<file path="config.mk">
export PLATFORM = sky130hd
export DESIGN_NAME = plru4_tracker
export DESIGN_NICKNAME = d
export VERILOG_FILES = /design/src/rtl/plru4_pkg.sv /design/src/rtl/plru4_next.sv /design/src/rtl/plru4_pick.sv /design/src/rtl/plru4_tracker.sv
export SDC_FILE = /design/constraint.sdc
export NUM_CORES = 1
export LEC_CHECK = 0
export BUFFER_PORTS_ARGS = -buffer_cell sky130_fd_sc_hd__clkbuf_2
export CORE_ASPECT_RATIO = 2
export CORE_MARGIN = 3
export CORE_UTILIZATION = 31
export DETAILED_ROUTE_END_ITERATION = 12
export SYNTH_ARGS = -nofsm -noshare
export SYNTH_HDL_FRONTEND = slang
export SYNTH_SLANG_ARGS = --single-unit
</file>
<file path="constraint.sdc">
create_clock -name clk -period 1.03 [get_ports clk]
set_input_delay 0.206 -clock clk [delete_from_list [all_inputs] [get_ports clk]]
set_output_delay 0.206 -clock clk [all_outputs]
set_load 0.05 [all_outputs]
</file>
<file path="src/rtl/plru4_pkg.sv">
package plru4_pkg;

    localparam int WAYS     = 4;
    localparam int AGE_BITS = 6;

    typedef logic [1:0]          way_t;
    typedef logic [AGE_BITS-1:0] age_t;

    typedef struct packed {
        logic valid;
        way_t way;
    } hit_t;

    typedef struct packed {
        way_t way;
        logic bad;
    } pick_t;

    // Mark one entry newer than all three others.
    function automatic age_t age_touch(age_t s, way_t w);
        age_t n;
        n = s;
        case (w)
            2'd0: begin
                n[5] = 1'b0; n[4] = 1'b0; n[3] = 1'b0;
            end
            2'd1: begin
                n[5] = 1'b1; n[2] = 1'b0; n[1] = 1'b0;
            end
            2'd2: begin
                n[4] = 1'b1; n[2] = 1'b1; n[0] = 1'b0;
            end
            default: begin
                n[3] = 1'b1; n[1] = 1'b1; n[0] = 1'b1;
            end
        endcase
        return n;
    endfunction

    // Per-entry "oldest of all" match vector.
    function automatic logic [WAYS-1:0] age_oldest(age_t s);
        logic [WAYS-1:0] m;
        m[0] =  s[5] &  s[4] &  s[3];
        m[1] = ~s[5] &  s[2] &  s[1];
        m[2] = ~s[4] & ~s[2] &  s[0];
        m[3] = ~s[3] & ~s[1] & ~s[0];
        return m;
    endfunction

endpackage

</file>
<file path="src/rtl/plru4_next.sv">
module plru4_next
    import plru4_pkg::*;
#(
    parameter int REG_W   = 32,
    parameter int LRU_LSB = 26
) (
    input  logic [REG_W-1:0] cur,
    input  hit_t             hit,
    input  logic             wr,
    input  logic [REG_W-1:0] wdata,
    output logic [REG_W-1:0] nxt
);
    localparam int LRU_MSB = LRU_LSB + AGE_BITS - 1;

    always_comb begin
        nxt = cur;
        if (wr) begin
            nxt = wdata;
        end else if (hit.valid) begin
            nxt[LRU_MSB:LRU_LSB] = age_touch(cur[LRU_MSB:LRU_LSB], hit.way);
        end
    end
endmodule

</file>
<file path="src/rtl/plru4_pick.sv">
module plru4_pick
    import plru4_pkg::*;
(
    input  age_t  age,
    output pick_t pick
);
    logic [WAYS-1:0] match;

    always_comb begin
        match     = age_oldest(age);
        pick.way  = 2'd0;
        pick.bad  = (match == '0);
        for (int k = WAYS - 1; k >= 0; k--) begin
            if (match[k]) begin
                pick.way = way_t'(k);
            end
        end
    end
endmodule

</file>
<file path="src/rtl/plru4_tracker.sv">
module plru4_tracker
    import plru4_pkg::*;
#(
    parameter int REG_W   = 32,
    parameter int LRU_LSB = 26
) (
    input  logic             clk,
    input  logic             rst,
    input  logic             hit_valid,
    input  logic [1:0]       hit_way,
    input  logic             cfg_wr,
    input  logic [REG_W-1:0] cfg_wdata,
    output logic [REG_W-1:0] cfg_rdata,
    output logic [1:0]       victim_way,
    output logic             state_bad
);
    localparam int LRU_MSB = LRU_LSB + AGE_BITS - 1;

    logic [REG_W-1:0] reg_q;
    logic [REG_W-1:0] reg_d;
    hit_t             hit;
    pick_t            pick;

    assign hit.valid = hit_valid;
    assign hit.way   = hit_way;

    plru4_next #(.REG_W(REG_W), .LRU_LSB(LRU_LSB)) u_next (
        .cur   (reg_q),
        .hit   (hit),
        .wr    (cfg_wr),
        .wdata (cfg_wdata),
        .nxt   (reg_d)
    );

    plru4_pick u_pick (
        .age  (reg_q[LRU_MSB:LRU_LSB]),
        .pick (pick)
    );

    always_ff @(posedge clk) begin
        if (rst) begin
            reg_q <= '0;
        end else begin
            reg_q <= reg_d;
        end
    end

    assign cfg_rdata  = reg_q;
    assign victim_way = pick.way;
    assign state_bad  = pick.bad;
endmodule

</file>
==> flow_metrics.env, run 1 <==
export IMPL_status="finished, violations left"
export IMPL_violations="setup timing"
export IMPL_r2r_end="cfg_rdata[27]"
export IMPL_ys_ff_latch=32
export IMPL_clk_pin_slew_worst_paths_ns=0.06
export IMPL_cpPeakStageDelay_ns=0.38
export IMPL_critPathLaunchType="flip-flop"
export IMPL_worstSetupPathType="flip-flop to output port"
export IMPL_hold_path_class="input pin to flip-flop"
export IMPL_drc=0
export IMPL_postSynthAreaPerCell_sq_um=10.0
export IMPL_clock_latency_ns=0.28
export IMPL_largest_reg_flops=32
export IMPL_wirelength_um=3840
export IMPL_cts_tree="built"
export IMPL_power_uw=3480
export IMPL_reg2reg_slack_ns=0.05
export IMPL_num_vias=1239
export IMPL_crit_slowest_cell="dfxtp_4"
export IMPL_grt_pass1_wl_um=6270
export IMPL_crit_required_ns=0.82
export IMPL_synth_fp_nets=179
export IMPL_synth_enable_flop_cells=0
export IMPL_ff2ff_path_depth=4
export IMPL_crit_arrival_ns=1.16
export IMPL_cts_buffers=5
export IMPL_async_reset_ff_frac=0
export IMPL_hold_end="cfg_rdata[27]"
export IMPL_cts_hold_buf=0
export IMPL_routed_via_density=4.56
export IMPL_die_area_sq_um=5280
export IMPL_crit_family="flip-flops"
export IMPL_irDropWorstVdd_v=0.00100
export IMPL_pin_count=73
export IMPL_synth_area_top_cells="dfxtp_1 (47%), mux2i_1 (20%), nor2_1 (8.0%)"
export IMPL_r2r_start="cfg_rdata[27]"
export IMPL_yosysMostFrequentCell="dfxtp_1"
export IMPL_slew_headroom=0.781
export IMPL_power_density_nw_per_um2=1420
export IMPL_fin_skew_ns=0
export IMPL_cp_cell_sequence="nor2_2, a21o_4, nor2_4, buf_12"
export IMPL_htreeDepth=2
export IMPL_min_from="cfg_wdata[27]"
export IMPL_cap_viol_max_count=0
export IMPL_max_freq_mhz=734
export IMPL_ys_types=22
export IMPL_yosysWarnings=0
export IMPL_hold_violations=0
export IMPL_cts_root_buf="clkbuf_8"
export IMPL_drive_above_1_share=0.591
export IMPL_p_leak_uw=0.00118
export IMPL_final_min_clock_period_ns=1.36
export IMPL_grt_overflow_total=0
export IMPL_final_util=0.588
export IMPL_antenna_found_initial=0
export IMPL_tightest_slew_ns=0.329
export IMPL_num_antenna_cells=0
export IMPL_rsz0062_at_grt="yes"
export IMPL_antenna_left=0
export IMPL_fillers=354
export IMPL_synth_ff_type="dfxtp_1"
export IMPL_tns_ns=-1.53
export IMPL_syn_inst=136
export IMPL_hold_depth=3
export IMPL_setup_viol=8
export IMPL_die_w_um=52.9
export IMPL_rows=33
export IMPL_drtIter0Drc=13
export IMPL_clock_sinks=32
export IMPL_syn_area_sq_um=1360
export IMPL_core_sq_um=4170
export IMPL_gp_congestion=0.724
export IMPL_synth_commonest_cells="dfxtp_1 (32), nor2_1 (29), mux2i_1 (27)"
export IMPL_end_kind="output port"
export IMPL_grt_max_degree=17
export IMPL_clock_path_buffers=2
export IMPL_dp_hpwl_um=2670
export IMPL_nets=262
export IMPL_timing_final_crit_share=1.32
export IMPL_cp_max_fo=4
export IMPL_die_y_um=99.8
export IMPL_fin_ws_ns=-0.333
export IMPL_start_util=0.327
export IMPL_yosysTopAreaCell="dfxtp_1"
export IMPL_port_buffers=72
export IMPL_ys_seq_area_frac=0.470
export IMPL_grt_pass1_vias=1292
export IMPL_first_pass_iters=4
export IMPL_synthToLayoutAreaGrowth_pct=80.1
export IMPL_critPathBufInv=1
export IMPL_wire_per_inst_um=14.1
export IMPL_final_max_slew_viol_count=0
export IMPL_synth_top_area_frac=0.470
export IMPL_grt_usage=0.160
## cells by family after synthesis
logic type	count (synthesis)	synth area share
flip-flops	32	0.470
adder cells (fa/ha/maj)	5	0.0459
AO/OA/AOI/OAI	12	0.0615
multiplexers	27	0.198
AND/OR/NAND/NOR	47	0.161
buffers and inverters	13	0.0634
## through the flow
step	cell area, sq um	hold slack, ns	cells	setup WS, ns
after floorplan	1410	0.275	136	-0.242
after global placement	1910	0.433	260	-0.139
after detailed placement	1910	0.433	260	-0.158
after CTS	2410	0.132	271	-0.353
after global routing	2450	0.142	272	-0.406
final	2450	0.147	272	-0.333
## power breakdown
group          internal, uW  switching, uW  total, uW
combinational           511            565       1080
clock                   544            459       1000
sequential             1330           75.2       1400
total                  2380           1100       3480
## worst min-delay path, delay by kind of cell
kind | cells | cell delay (ns)
simple gates | 1 | 0.05
compound gates | 1 | 0.05
buf+inv | 1 | 0.08
## layout make-up
cell class | instances | area (sq um) | share of cell area
Clock buffer | 7 | 86.3 | 0.0352
Clock inverter | 1 | 6.26 | 0.00255
Inverter | 5 | 18.8 | 0.00765
Multi-Input combinational cell | 91 | 669 | 0.273
Sequential cell | 32 | 692 | 0.282
Tap cell | 52 | 65.1 | 0.0265
Timing Repair Buffer | 84 | 916 | 0.373
## how the worst max path moves through the flow
stage	start	to	slack [ns]	depth (start not counted)
final	cfg_rdata[28]	state_bad	-0.33	4
after global routing	cfg_rdata[26]	state_bad	-0.41	4
after global placement	hit_way[0]	cfg_rdata[31]	-0.14	6
after CTS	cfg_rdata[26]	state_bad	-0.35	4
after detailed placement	hit_way[0]	cfg_rdata[31]	-0.16	6
after floorplan	cfg_rdata[28]	state_bad	-0.24	3
## per-layer routing
layer	vias to the layer above	global-route usage	part of all wire
met5	-	0	0
met4	0	0.0709	0.020
met3	7	0.0435	0.070
met2	57	0.281	0.55
met1	552	0.172	0.36
li1	623	-	-
## placed cells by master, fill, tap and decap left out, types with 2 or more instances in the layout
cell,Yosys,layout
buf_8,0,16
nor2_1,29,27
dfxtp_4,0,5
clkbuf_2,0,37
nand4bb_1,2,2
a21oi_1,4,4
ha_1,5,5
a221oi_1,2,2
clkbuf_8,0,16
buf_4,0,5
o211ai_1,3,3
buf_6,5,4
buf_12,0,6
clkbuf_16,0,6
mux2i_1,27,27
inv_1,5,5
nand3b_1,2,2
dfxtp_2,0,26
nand2_1,8,7
## timing repair
action | 4_1_cts | 5_1_grt
buffers inserted | 3 | 1
pin swaps | 2 | 0
gates resized for setup | 92 | 25
endpoints found under the setup margin | 35 | 25
Power figures use the tool's default switching activity.
==> run 2: changes to the inputs <==
GPL_TIMING_DRIVEN = 0   (was unset)
PLACE_DENSITY = 0.66   (was unset)
==> run 2 against run 1 <==
  * The flow still finishes with violations (setup timing)
  * Utilization decreased by 1.9 points
  * Wire length increased by 0.86%
  * Highest routed layer unchanged
  * Count of clock-buffer cells in the layout increased by 1
  * Clock skew unchanged
  * Critical path depth unchanged
  * Register-to-register slack about the same
  * Sequential cell count unchanged
  * Sequential share of layout area increased by 0.82 points
  * Cell count decreased by 0.74%
  * Sequential power about the same
==> flow_metrics.env, run 2 (synthesized netlist as in run 1, its figures left out) <==
export IMPL_layout_common_cells="clkbuf_2 (35), mux2i_1 (27), nor2_1 (27), dfxtp_2 (21), buf_8 (21)"
export IMPL_fillers=367
export IMPL_multiInputGateArea_sq_um=672
export IMPL_pwr_share_comb=0.299
export IMPL_grt_overflow_total=0
export IMPL_violations="setup timing"
export IMPL_antenna_found_initial=0
export IMPL_clock_path_buffers=2
export IMPL_rsz0062_at_grt="yes"
export IMPL_crit_arrival_ns=1.14
export IMPL_r2r_end="cfg_rdata[29]"
export IMPL_core_sq_um=4170
export IMPL_p_sw_uw=1060
export IMPL_drtIter0Drc=19
export IMPL_num_vias=1244
export IMPL_clock_sinks=32
export IMPL_worstSetupPathType="flip-flop to output port"
export IMPL_seqPwrFrac=0.413
export IMPL_port_buffers=70
export IMPL_clk_pin_slew_worst_paths_ns=0.06
export IMPL_final_max_slew_viol_count=0
export IMPL_max_freq_mhz=742
export IMPL_htreeDepth=2
export IMPL_num_antenna_cells=0
export IMPL_swShare=0.313
export IMPL_power_density_nw_per_um2=1430
export IMPL_cts_buffers=5
export IMPL_crit_required_ns=0.82
export IMPL_grt_pass1_wl_um=6160
export IMPL_antenna_left=0
export IMPL_die_y_um=99.8
export IMPL_status="finished, violations left"
export IMPL_grt_usage=0.159
export IMPL_final_common_cell="clkbuf_2"
export IMPL_use_met2=0.297
export IMPL_clock_latency_ns=0.27
export IMPL_use_met1=0.153
export IMPL_cap_viol_max_count=0
export IMPL_end_kind="output port"
export IMPL_rows=33
export IMPL_routed_via_density=4.61
export IMPL_pre_cts_ws_ns=-0.200
export IMPL_cts_root_buf="clkbuf_8"
export IMPL_reg2reg_slack_ns=0.05
export IMPL_dp_hpwl_um=2740
export IMPL_hold_violations=0
export IMPL_drc=0
export IMPL_grt_met3_usage=0.0420
export IMPL_synthToLayoutAreaGrowth_pct=74.4
export IMPL_die_w_um=52.9
export IMPL_first_pass_iters=6
export IMPL_cts_tree="built"
export IMPL_fin_cells=270
export IMPL_die_area_sq_um=5280
export IMPL_critPathLaunchType="flip-flop"
export IMPL_busiest_layer="met2"
export IMPL_largest_reg_flops=32
export IMPL_irDropWorstVdd_v=0.000763
export IMPL_cp_max_fo=4
export IMPL_fin_ws_ns=-0.318
export IMPL_nets=260
export IMPL_final_min_clock_period_ns=1.35
export IMPL_dpl_cell_count=258
export IMPL_ff2ff_path_depth=4
export IMPL_final_util=0.570
export IMPL_critPathLaunch="cfg_rdata[27]"
export IMPL_slew_headroom=0.694
export IMPL_start_util=0.327
export IMPL_regArea_sq_um=689
export IMPL_timing_final_crit_share=1.31
export IMPL_tightest_slew_ns=0.459
export IMPL_wirelength_um=3880
export IMPL_drive_above_1_share=0.555
export IMPL_grt_pass1_vias=1328
export IMPL_wire_per_inst_um=14.4
export IMPL_pin_count=73
export IMPL_p_leak_uw=0.00114
export IMPL_r2r_start="cfg_rdata[29]"
export IMPL_clock_power_share=0.288
export IMPL_p_int_uw=2330
export IMPL_setup_viol=7
export IMPL_gp_congestion=0.682
export IMPL_fin_skew_ns=0
export IMPL_grt_max_degree=11
export IMPL_hold_path_class="input pin to flip-flop"
export IMPL_cp_endpoint="state_bad"
-- run 2: worst min path at each step --
stage                       start             to  slack (ns)  depth (start not counted)
detailed placement  cfg_wdata[27]  cfg_rdata[27]        0.43                          3
global placement    cfg_wdata[27]  cfg_rdata[27]        0.43                          3
global route        cfg_wdata[27]  cfg_rdata[27]        0.14                          3
floorplan                     rst  cfg_rdata[28]        0.27                          1
finish              cfg_wdata[27]  cfg_rdata[27]        0.15                          3
CTS                 cfg_wdata[27]  cfg_rdata[27]        0.14                          3
-- run 2: area by class of cell --
type | instances | share of cell area
plain buffers | 8 | 0.0284
inverters | 5 | 0.00790
multi-input cells | 91 | 0.283
flip-flops and latches | 32 | 0.290
clock buffers | 8 | 0.0379
well taps | 52 | 0.0274
repair buffers | 74 | 0.325
-- run 2: through the flow --
step | power (uW) | hold WS, ns | cell area [sq um] | TNS, ns
4_1_cts | 3390 | 0.140 | 2320 | -1.41
3_5_place_dp | 2180 | 0.435 | 1820 | -1.32
5_1_grt | 3550 | 0.144 | 2380 | -1.57
6_report | 3390 | 0.152 | 2380 | -1.25
2_1_floorplan | 1970 | 0.275 | 1410 | -0.334
3_3_place_gp | 2170 | 0.432 | 1820 | -1.23
-- run 2: power by group through the flow --
stage                     Sequential, uW  Combinational, uW  Clock (uW)
after floorplan                     1660                311           0
after detailed placement            1390                785           0
after global placement              1400                776           0
after global routing                1410               1070        1070
after CTS                           1380                983        1020
final                               1400               1010         976
-- run 2: repair_timing --
action                     CTS  global route
pin swaps                    2             1
gates resized for setup     86            36
setup buffers                3             1
hold buffers                 0             0
setup endpoints to repair   35            28
-- run 2: routing by layer --
metal	part of all wire	wire length, um
met3	0.061	238
met5	0	0
met2	0.59	2270
met1	0.33	1300
met4	0.018	68
-- run 2: worst max-delay path: stages, from the launching register on --
cell     delay, ns
dfxtp_4       0.39
nor3_4        0.05
a21o_4        0.19
nor2_4        0.09
buf_8         0.15
